==> src/rtl/gic_pkg.sv <==
// Package: shared types and register word indices for the GPIO interrupt controller.
// Assumes word-aligned byte addressing; indices are byte offset / 4.
package gic_pkg;
    localparam int IDX_EDGE = 0;
    localparam int IDX_BOTH = 1;
    localparam int IDX_POL  = 2;
    localparam int IDX_EN   = 3;
    localparam int IDX_FLAG = 4;
    localparam int IDX_RAW  = 5;

    // Per-line trigger selection bits
    typedef struct packed {
        logic edge_en;
        logic both_en;
        logic pol_hi;
    } trig_t;
endpackage

==> src/rtl/gic_sync.sv <==
// Module: multi-stage synchroniser for a vector of asynchronous inputs.
// Assumes each bit is independent (no bus coherency required).
module gic_sync #(
    parameter int W      = 32,
    parameter int STAGES = 2
) (
    input  logic         clk,
    input  logic         rst_n,
    input  logic [W-1:0] d_i,
    output logic [W-1:0] q_o
);
    logic [W-1:0] stage_q [STAGES];

    generate
        for (genvar s = 0; s < STAGES; s++) begin : g_stage
            // Purpose: shift the sampled value one stage down the chain
            always_ff @(posedge clk) begin
                if (!rst_n)      stage_q[s] <= '0;
                else if (s == 0) stage_q[s] <= d_i;
                else             stage_q[s] <= stage_q[(s == 0) ? 0 : s-1];
            end
        end
    endgenerate

    assign q_o = stage_q[STAGES-1];
endmodule

==> src/rtl/gic_detect.sv <==
// Module: per-line trigger decode producing a one-cycle "hit" for each line.
// Assumes cur_i/prv_i are synchronised samples one cycle apart.
module gic_detect
    import gic_pkg::*;
#(
    parameter int W = 32
) (
    input  logic [W-1:0] cur_i,
    input  logic [W-1:0] prv_i,
    input  logic [W-1:0] edge_i,
    input  logic [W-1:0] both_i,
    input  logic [W-1:0] pol_i,
    output logic [W-1:0] hit_o
);
    generate
        for (genvar i = 0; i < W; i++) begin : g_line
            trig_t cfg;
            logic  rise, fall, lvl;
            assign cfg  = '{edge_en: edge_i[i], both_en: both_i[i], pol_hi: pol_i[i]};
            assign rise = cur_i[i] & ~prv_i[i];
            assign fall = ~cur_i[i] & prv_i[i];
            assign lvl  = cfg.pol_hi ? cur_i[i] : ~cur_i[i];

            // Purpose: select the event condition named by the three config bits
            always_comb begin
                if (!cfg.edge_en)     hit_o[i] = lvl;
                else if (cfg.both_en) hit_o[i] = rise | fall;
                else if (cfg.pol_hi)  hit_o[i] = rise;
                else                  hit_o[i] = fall;
            end
        end
    endgenerate
endmodule

==> src/rtl/gic_port_or.sv <==
// Module: folds masked flags into one interrupt request per port.
// Assumes lines are packed port-major: line = port*PINS + pin.
module gic_port_or #(
    parameter int PORTS = 2,
    parameter int PINS  = 16,
    localparam int W    = PORTS * PINS
) (
    input  logic [W-1:0]     flag_i,
    input  logic [W-1:0]     en_i,
    output logic [PORTS-1:0] irq_o
);
    logic [W-1:0] active;
    assign active = flag_i & en_i;

    generate
        for (genvar p = 0; p < PORTS; p++) begin : g_port
            // Purpose: any enabled pending line of this port raises its request
            assign irq_o[p] = |active[p*PINS +: PINS];
        end
    endgenerate
endmodule

==> src/rtl/gpio_irq_ctrl.sv <==
// Module: GPIO interrupt controller top. Holds the trigger, enable and flag
// registers, decodes the register interface and wires the sub-blocks.
// Assumes a single-cycle write strobe and a combinational read path.
module gpio_irq_ctrl
    import gic_pkg::*;
#(
    parameter int NUM_PORTS     = 2,
    parameter int PINS_PER_PORT = 16,
    parameter int SYNC_STAGES   = 2,
    parameter int ADDR_W        = 5,
    localparam int NL           = NUM_PORTS * PINS_PER_PORT
) (
    input  logic                 clk,
    input  logic                 rst_n,
    input  logic [NL-1:0]        pins_i,
    input  logic                 wr_en,
    input  logic [ADDR_W-1:0]    addr,
    input  logic [NL-1:0]        wr_data,
    output logic [NL-1:0]        rd_data,
    output logic [NUM_PORTS-1:0] irq_o
);
    localparam int WORD_W = ADDR_W - 2;

    logic [WORD_W-1:0] widx;
    logic [NL-1:0] edge_q, both_q, pol_q, en_q, flag_q;
    logic [NL-1:0] cur_s, prv_q, hit, clr_mask;

    assign widx = addr[ADDR_W-1:2];

    gic_sync #(.W(NL), .STAGES(SYNC_STAGES)) u_sync (
        .clk(clk), .rst_n(rst_n), .d_i(pins_i), .q_o(cur_s)
    );

    // Purpose: keep the previous synchronised sample for edge comparison
    always_ff @(posedge clk) begin
        if (!rst_n) prv_q <= '0;
        else        prv_q <= cur_s;
    end

    gic_detect #(.W(NL)) u_detect (
        .cur_i(cur_s), .prv_i(prv_q), .edge_i(edge_q), .both_i(both_q),
        .pol_i(pol_q), .hit_o(hit)
    );

    // Purpose: configuration and enable registers written by software
    always_ff @(posedge clk) begin
        if (!rst_n) begin
            edge_q <= '0;
            both_q <= '0;
            pol_q  <= '0;
            en_q   <= '0;
        end else if (wr_en) begin
            if (widx == WORD_W'(IDX_EDGE)) edge_q <= wr_data;
            if (widx == WORD_W'(IDX_BOTH)) both_q <= wr_data;
            if (widx == WORD_W'(IDX_POL))  pol_q  <= wr_data;
            if (widx == WORD_W'(IDX_EN))   en_q   <= wr_data;
        end
    end

    // Purpose: write-one-to-clear mask for the flag word
    assign clr_mask = (wr_en && widx == WORD_W'(IDX_FLAG)) ? wr_data : '0;

    // Purpose: sticky flags; a detection in the same cycle beats a clear
    always_ff @(posedge clk) begin
        if (!rst_n) flag_q <= '0;
        else        flag_q <= (flag_q & ~clr_mask) | hit;
    end

    // Purpose: combinational read multiplexer
    always_comb begin
        rd_data = '0;
        if      (widx == WORD_W'(IDX_EDGE)) rd_data = edge_q;
        else if (widx == WORD_W'(IDX_BOTH)) rd_data = both_q;
        else if (widx == WORD_W'(IDX_POL))  rd_data = pol_q;
        else if (widx == WORD_W'(IDX_EN))   rd_data = en_q;
        else if (widx == WORD_W'(IDX_FLAG)) rd_data = flag_q;
        else if (widx == WORD_W'(IDX_RAW))  rd_data = cur_s;
    end

    gic_port_or #(.PORTS(NUM_PORTS), .PINS(PINS_PER_PORT)) u_or (
        .flag_i(flag_q), .en_i(en_q), .irq_o(irq_o)
    );
endmodule

==> config.mk <==
export PLATFORM = sky130hd
export DESIGN_NAME = gpio_irq_ctrl
export DESIGN_NICKNAME = d
export VERILOG_FILES = /design/src/rtl/gic_pkg.sv /design/src/rtl/gic_sync.sv /design/src/rtl/gic_detect.sv /design/src/rtl/gic_port_or.sv /design/src/rtl/gpio_irq_ctrl.sv
export SDC_FILE = /design/constraint.sdc
export NUM_CORES = 1
export LEC_CHECK = 0
export BUFFER_PORTS_ARGS = -buffer_cell sky130_fd_sc_hd__clkbuf_2
export CAP_MARGIN = 15
export CORE_MARGIN = 3
export CORE_UTILIZATION = 50
export CTS_CLUSTER_SIZE = 16
export DETAILED_ROUTE_END_ITERATION = 8
export PLACE_DENSITY = 0.68
export SKIP_LAST_GASP = 1
export SLEW_MARGIN = 10
export SYNTH_ARGS = -nofsm -noshare
export SYNTH_HDL_FRONTEND = slang
export SYNTH_HIERARCHICAL = 1
export SYNTH_SLANG_ARGS = --single-unit
==> constraint.sdc <==
create_clock -name clk -period 1.68 [get_ports clk]
set_input_delay 0.168 -clock clk [delete_from_list [all_inputs] [get_ports clk]]
set_output_delay 0.168 -clock clk [all_outputs]
set_load 0.05 [all_outputs]
======== Word level (Yosys, flattened, before mapping) ========
Memory sizes are Yosys's and may differ from the RTL's.
Index checks and enable logic that the tools add are counted.
word-level totals
  register bits after elaboration ......... 192
  bits in latches ......................... 0
  bits in writable memories ............... 64
  memory bits (read-only) ................. 0
  input port bits ......................... 72
  memories ................................ 1
memory list
  memory          depth  bits a word  rd ports  clocked after memory_dff  write ports  RTL line        RTL
  u_sync.stage_q  2      32           2         0                         2            gic_sync.sv:12  logic [W-1:0] stage_q [STAGES];
operators by class
  add/subtract/negate cells ............... 0
  multipliers ............................. 0
  divide/modulo/power cells ............... 0
  magnitude comparators ................... 0
  eq/ne operators ......................... 5
  shifts and indexed selects .............. 0
  multiplexer cells ....................... 139
  bitwise operators ....................... 166
  reduce and logical (&&, ||, !) cells .... 8
operators with widths
  kind                number
  $mux 32             9
  $mux 1              130
  $and 1x1->1         64
  $and 32x32->32      2
  $not 1->1           64
  $or 1x1->1          34
  $not 32->32         1
  $or 32x32->32       1
  $reduce_or 16->1    2
  $reduce_and 2->1    4
  $eq 3x2->1 const B  2
  $eq 3x3->1 const B  2
  $eq 3x1->1 const B  1
  $logic_not 3->1     1
  $logic_and 1x1->1   1

======== Logic depth before layout (Yosys ltp) ========
Gate-level depths: netlist (run 1).
  depth after elaboration ................. 7
  depth in mapped cells ................... 7
  depth with buffers taken out ............ 7

======== Hierarchy ========
Netlist (run 1), hierarchy kept.
modules (own cells, without submodules)
  module         instances  cells an instance  area an instance (µm²)
  gpio_irq_ctrl  1          955                8541.9
  gic_detect     1          288                2482.4
  gic_sync       1          134                1791.7
  gic_port_or    1          18                 202.7

======== Worst setup path after synthesis (run 1) ========
OpenSTA, ideal clock, no wires.
  path type ............................... input to output
  from .................................... input port addr[4]
  to ...................................... output port rd_data[0]
  arrival ................................. 2.016 ns
  setup slack ............................. -0.504 ns
  cell stages on the path ................. 5
  buffers on the path ..................... 3
  cells stage by stage .................... buf_6 > buf_2 > clkbuf_1 > o21a_1 > a221oi_1
between the ends
  word-level cells in the longest chain between the ends .. 7
  elaborated cells between the ends (all ways) .. 12
  classes of those cells .................. eq/ne: 5; mux: 6; reduce/logical: 1
ends and longest elaborated chain
  element             RTL line             RTL
  start: declaration  gpio_irq_ctrl.sv:17  input logic [ADDR_W-1:0] addr,
  $eq 3x3->1          gpio_irq_ctrl.sv:77  else if (widx == WORD_W'(IDX_RAW)) rd_data = cur_s;
  $mux 32             gpio_irq_ctrl.sv:77
  $mux 32             gpio_irq_ctrl.sv:76  else if (widx == WORD_W'(IDX_FLAG)) rd_data = flag_q;
  $mux 32             gpio_irq_ctrl.sv:75  else if (widx == WORD_W'(IDX_EN)) rd_data = en_q;
  $mux 32             gpio_irq_ctrl.sv:74  else if (widx == WORD_W'(IDX_POL)) rd_data = pol_q;
  $mux 32             gpio_irq_ctrl.sv:73  else if (widx == WORD_W'(IDX_BOTH)) rd_data = both_q;
  $mux 32 (*)         gpio_irq_ctrl.sv:72  if (widx == WORD_W'(IDX_EDGE)) rd_data = edge_q;
  end: declaration    gpio_irq_ctrl.sv:19  output logic [NL-1:0] rd_data,
Every way passes the cells marked *; elsewhere a longest branch is shown, timed or not.

======== Worst setup path in the final report (run 1) ========
  from .................................... register flag_q[7]
  to ...................................... output port irq_o[0]
between the ends
  word-level cells in the longest chain between the ends .. 2
ends and longest elaborated chain
  element                   RTL line             RTL
  start: declaration        gpio_irq_ctrl.sv:25  logic [NL-1:0] edge_q, both_q, pol_q, en_q, flag_q;
  start signal: assignment  gpio_irq_ctrl.sv:66  else flag_q <= (flag_q & ~clr_mask) | hit;
  $and 32x32->32            gic_port_or.sv:13    assign active = flag_i & en_i;
  $reduce_or 16->1          gic_port_or.sv:18    assign irq_o[p] = |active[p*PINS +: PINS];
  end: declaration          gpio_irq_ctrl.sv:20  output logic [NUM_PORTS-1:0] irq_o
Every way passes these cells.

==> results.md, run 1 <==
* Status: finished, violations left
* Failing checks: negative setup slack
* Cts bufs inserted at 29
* Placed cell count at 1820
* Seq. cell area at between 5000 and 6000 µm²
* Post-synth EDFFs at 0
* GPL Wtd Cong at 0.7991
* Slew HR at around three quarters
* I/O pin count at 106
* # H-tree levels at 1
* WL per Instance at ~17 µm
* Syn nets at 1531
* Synthesis-stage register bit count at roughly 260
* # diodes at 0
* Worst path max stage delay at 0.33 ns
* Detailed placement HPWL at 21980 µm
* Total gr overflow at 0
* WP data arrival at 1.75 ns
* Initial core utilization at 51.26%
* Cells after synthesis at around 1400
* RSZ-0062 raised after global routing: yes
* DR DRC count at 0
* Post-synth top area cell: dfxtp_1
* Routed WL at 34320 µm
* Critical setup path kind: reg -> out
* Cell Chain, Critical Path: a22o_4, a221oi_4, nand4_1, clkbuf_8
* First-pass GRT wire length at 54830 µm
* Site row count at 58
* Setup violations, final at 34
* Share of cells above drive strength 1 at 33.88%
* Filler cells at 1909
* Leak Pwr at 0.007143 µW
* Sequential area share after synthesis at around two fifths
* Post-synth cell types at 34
* Top-count cell post-synth: nand2_1
* Worst-Margin Slew at 0.3644 ns
* Max_cap viols at 0
* Die X at 167.4 µm
* Clock Skews at roughly 0.017 ns
* Design area at 17200 µm²
* Post-place instance area at between 10000 and 15000 µm²
* Fmax at approximately 520 MHz
* Place WS at 0.007733 ns
* CP bufs+invs at 1
* Clk sink count at 256
* Worst Hold Class: in -> reg
* CTS tree: built
* Fin. Hold Viols at 0
* Worst VDD drop at 0.8138 mV
* Layout Cells excl Fill at 1968
* Synth-to-Final Area Change at 32.10%
* Most frequent cells after synthesis: nand2_1 (288), dfxtp_1 (256), inv_1 (96), mux2i_1 (96), a21boi_1 (73)
* Required time worst endpoint at about 1.5 ns
* Delay-heaviest family, CP: compound AO/OA/AOI/OAI gates
* Area share of the largest cell type after synthesis at about 39%
* Pwr Density at a little under 900 nW/µm²
* Die area at 28010 µm²
* Die Y at between 150 and 200 µm
* Iteration-0 DRC Markers at 643
* Multi-input logic area at 7406 µm²
* Critical Path Source Type: flip-flop
* Final min period at 1.920 ns
* IO buf count at roughly 100
* Final period utilization at 114.3%
* Area contributors post-synth: dfxtp_1 (39%), nand2_1 (8.3%), mux2i_1 (7.4%)
* Total number of vias at 10500
* Cell area after synthesis at roughly 13000 µm²
* CP endpoint kind: output port
* Worst-path maximum fanout at 3
* Clock root cell: clkbuf_16
* Syn Area/Cell at between 9 and 10 µm²
* Tot GR Track Use at between 20% and 30%
* Ys Warns at 6
* Synth Flop Type: dfxtp_1
* Crit-path slowest cell: dfxtp_1
* Core area at 25400 µm²
* Vias in the first global route at roughly 10000
* DRT Pass-1 Iters at 5
* Number of nets in the layout at approximately 1800
* Post-route ant nets at 0
* Synth async-reset ratio at 0%
* Worst setup margin at -0.2397 ns
* Clk slew on worst S/H paths at 0.06 ns
* Clock latency on the worst-skew pair at 0.56 ns
* Largest net degree at the start of global routing at 50
* Slew Viols, Final at 0
* Clock buffer depth at 3
* Drt via density at 5.334
* Antenna violations before repair at 0
-- placed cells by master (no fill, tap or decap), types with 2 or more instances in the layout --
cell and count:
a21boi_0 55, a21boi_1 73, a221oi_2 27, a221oi_4 13, a22o_1 7, a31oi_1 32
and2_1 32, and2_2 64, buf_12 35, buf_4 96, buf_6 3, buf_8 2
bufinv_16 5, clkbuf_1 5, clkbuf_16 29, clkbuf_2 66, clkbuf_8 18, clkinv_2 4
dfxtp_1 135, dfxtp_2 87, dfxtp_4 34, dlygate4sd3_1 65, ha_1 64, inv_1 96
mux2_4 32, mux2i_1 96, nand2_1 288, nand4_1 2, nand4bb_1 2, nor4bb_4 3
o211ai_2 32, o21a_1 32, o21ai_0 32, o21ai_1 32, xor2_1 32
-- what timing repair did --
item / in CTS / in global routing
hold buffers: 65 / 0
setup endpoints to repair: 34 / 34
resized for setup: 170 / 30
hold endpoints to repair: 192 / 0
setup buffers: 26 / 6
pin swaps: 22 / 9
-- worst reg2reg max path, stage by stage (launching register included) --
cell      delay (ns)
dfxtp_4         0.35
buf_4           0.13
inv_1           0.04
ha_1            0.18
mux2_4          0.27
o211ai_2        0.12
o21ai_1         0.11
o21ai_0         0.16
a31oi_1         0.06
-- power breakdown --
group / switching, µW / leakage, µW / internal, µW
combinational: 1090 / 0.00448 / 997
sequential: 202 / 0.00216 / 6260
clock: 2540 / 0.000507 / 4200
total: 3830 / 0.00714 / 11500
-- area by class of cell --
type | count | area share (%)
Clock buffer | 40 | 4.809
Sequential cell | 256 | 31.18
Clock inverter | 11 | 1.157
Multi-Input combinational cell | 956 | 43.06
Timing Repair Buffer | 279 | 15.30
Inverter | 96 | 2.095
Tap cell | 330 | 2.401
-- worst paths after layout --
path | startpoint | end | slack, ns | depth (start not counted)
setup / recovery | flag_q[7]$_SDFF_PN0_ | irq_o[0] | -0.24 | 4
hold / removal | wr_en | edge_q[6]$_SDFFE_PN0P_ | 0.28 | 5
setup reg to reg | u_sync/stage_q[1][15]$_SDFF_PN0_ | flag_q[15]$_SDFF_PN0_ | 0.13 | 8
hold reg to reg | u_sync/stage_q[0][19]$_SDFF_PN0_ | u_sync/stage_q[1][19]$_SDFF_PN0_ | 0.44 | 1
-- kinds of logic after synthesis --
family	share of synthesized area, %
compound gates	20.30
buf+inv	6.497
simple gates	14.46
mux	11.07
fa+ha+maj	6.151
flops	39.37
xor+xnor	2.153
-- through the flow --
stage          power [µW]  hold slack, ns  utilization (%)  TNS, ns
2_1_floorplan        7694          0.2688                -   -1.590
3_5_place_dp         8434          0.3909            58.01        0
5_1_grt             15860          0.2910            67.71   -6.231
3_3_place_gp         8389          0.3868            58.01        0
6_report            15290          0.2758            67.71   -3.961
4_1_cts             15360          0.2584            67.12   -4.863
-- state kept, by name (all words and copies together) (netlist names) --
name	cells
en_q	32
flag_q	32
edge_q	32
prv_q	32
both_q	32
pol_q	32
u_sync/stage_q	64
-- metal layers --
layer / up-vias / wire [µm] / global-route usage, %
met5: - / 0 / 0
met4: 0 / 619 / 5.799
met3: 46 / 1558 / 3.399
met2: 223 / 16540 / 40.37
met1: 5035 / 15600 / 31.94
li1: 5193 / - / -
(Power assumes the default switching activity.)
==> run 2: changes to the inputs <==
--- a/config.mk
+++ b/config.mk
@@ -11,9 +11,8 @@
 export CORE_UTILIZATION = 50
 export CTS_CLUSTER_SIZE = 16
 export DETAILED_ROUTE_END_ITERATION = 8
-export PLACE_DENSITY = 0.68
+export PLACE_DENSITY_LB_ADDON = 0.12
 export SKIP_LAST_GASP = 1
-export SLEW_MARGIN = 10
 export SYNTH_ARGS = -nofsm -noshare
 export SYNTH_HDL_FRONTEND = slang
 export SYNTH_HIERARCHICAL = 1
==> results.md, run 2 (synthesis results as in run 1) <==
* Top reg by flops: u_sync/stage_q
* Fmax at 500.9 MHz
* DR DRC count at 0
* Cell Chain, Critical Path: a22o_1, a221oi_2, nand4_1, clkbuf_8
* Slew HR at between 70% and 80%
* I/O pin count at 106
* Sw Share at between 20 and 30%
* Fin. Hold Viols at 0
* RSZ-0062 raised after global routing: yes
* Max reg flops at 64
* Cts bufs inserted at 29
* Worst setup margin at -0.3163 ns
* Die area at ~28000 µm²
* Worst VDD drop at 0.8493 mV
* Most common cell after layout, fill and taps aside: nand2_1
* Most frequent cells in the layout: nand2_1 (288), dfxtp_1 (128), inv_1 (96), mux2i_1 (95), dfxtp_2 (94)
* Seq. cell area at 5370 µm²
* Sequential power share at between 40 and 50%
* Net Sw Power at between 3000 and 4000 µW
* # H-tree levels at 1
* Setup violations, final at 34
* Iteration-0 DRC Markers at 621
* Slew Viols, Final at 0
* DRT Pass-1 Iters at 5
* First-pass GRT wire length at 56160 µm
* Total gr overflow at 0
* Met3 Usage GRT at 3.305%
* Worst path max stage delay at 0.32 ns
* Filler cells at about 2000
* Clock latency on the worst-skew pair at approximately 0.54 ns
* Post-route ant nets at 0
* Number of nets in the layout at 1729
* Met1 Use GR at between 30% and 40%
* Largest net degree at the start of global routing at 46
* Status: finished, violations left
* Clock buffer depth at 3
* Drt via density at 5.383
* Total number of vias at 10440
* CTS tree: built
* Int Pwr at 10740 µW
* Final period utilization at 118.8%
* Multi-input logic area at around 7400 µm²
* Worst-path maximum fanout at 2
* Detailed placement HPWL at 22240 µm
* # diodes at 0
* Setup TNS at -3.550 ns
* Critical Path Source Type: flip-flop
* Clock Skews at 0.01385 ns
* GRT met2 Usage at slightly above 40%
* Site row count at 58
* Leak Pwr at 0.006980 µW
* Routed WL at 34440 µm
* Comb pwr share at 14.2%
* Clock root cell: clkbuf_16
* Synth-to-Final Area Change at 30.10%
* Die X at 167.4 µm
* Worst Hold Class: in -> reg
* CP endpoint kind: output port
* Vias in the first global route at approximately 10000
* Worst-Margin Slew at 0.3416 ns
* Crit-path slowest cell: dfxtp_2
* Failing checks: negative setup slack
* Busiest layer in global routing: met2
* WL per Instance at ~18 µm
* Pwr Density at 855.2 nW/µm²
* IO buf count at 103
* Place WS at 0.003564 ns
* Final min period at around 2 ns
* Required time worst endpoint at 1.51 ns
* Core area at 25400 µm²
* WP data arrival at 1.83 ns
* Share of cells above drive strength 1 at 33.29%
* Clock share of power at 41.2%
* Initial core utilization at 51.26%
* Clk slew on worst S/H paths at 0.06 ns
* Clk sink count at between 200 and 300
* Antenna violations before repair at 0
* Tot GR Track Use at around a quarter
* GPL Wtd Cong at 0.8023
* Max_cap viols at 0
* Die Y at between 150 and 200 µm
* Critical setup path kind: reg -> out
-- run 2: cell count changes in the layout (fill, tap and decap cells not counted), sizes merged --
cell      delta
clkbuf       +1
clkinv       +3
clkinvlp     +1
buf         -28
bufinv       -4
inv          -1
-- run 2: path summary, 6_finish.rpt --
path,from,to,slack (ns),cells past startpoint
setup reg to reg,u_sync/stage_q[1][27]$_SDFF_PN0_,flag_q[27]$_SDFF_PN0_,0.11,8
hold / removal,wr_en,edge_q[14]$_SDFFE_PN0P_,0.30,5
setup / recovery,en_q[7]$_SDFFE_PN0P_,irq_o[0],-0.32,4
hold reg to reg,u_sync/stage_q[0][8]$_SDFF_PN0_,u_sync/stage_q[1][8]$_SDFF_PN0_,0.44,1
-- run 2: metrics by stage --
stage	utilization (%)	cells	total power [µW]	hold slack (ns)	area [µm²]
finish	66.68	1940	14480	0.2980	16940
global route	66.68	1940	15090	0.3148	16940
CTS	66.05	1937	14610	0.2671	16780
detailed placement	57.43	1798	8400	0.3911	14590
global placement	57.43	1798	8362	0.3881	14590
floorplan	-	1395	7694	0.2688	13170
-- run 2: worst max-delay path, delay by kind of cell, from the launching register on --
kind / cells / cell delay (ns)
buffers and inverters: 1 / 0.22
AO/OA/AOI/OAI: 2 / 0.54
AND/OR/NAND/NOR: 1 / 0.19
flip-flops: 1 / 0.32
-- run 2: per-layer routing --
layer	vias to the layer above	share of wire, %
met4	0	2.2
met1	4992	46
met5	-	0
met2	263	46
li1	5133	-
met3	55	5.4
-- run 2: repair_timing --
item / 4_1_cts / 5_1_grt
hold endpoints to repair: 192 / 0
resized for setup: 175 / 40
pin swaps: 18 / 13
setup buffers: 27 / 3
setup endpoints to repair: 34 / 34
hold buffers: 65 / 0
-- run 2: layout make-up --
cell class | count | area share (%)
Multi-Input combinational cell | 956 | 43.88
Sequential cell | 256 | 31.71
Timing Repair Buffer | 254 | 14.59
Clock buffer | 38 | 4.779
Tap cell | 330 | 2.438
Inverter | 96 | 2.128
Clock inverter | 10 | 0.4802
-- run 2: power groups by stage --
stage	combinational, µW	clock (µW)	sequential, µW
3_3_place_gp	1730	0	6630
3_5_place_dp	1770	0	6630
4_1_cts	2020	6130	6460
6_report	2050	5960	6470
5_1_grt	2200	6390	6500
2_1_floorplan	1130	0	6560
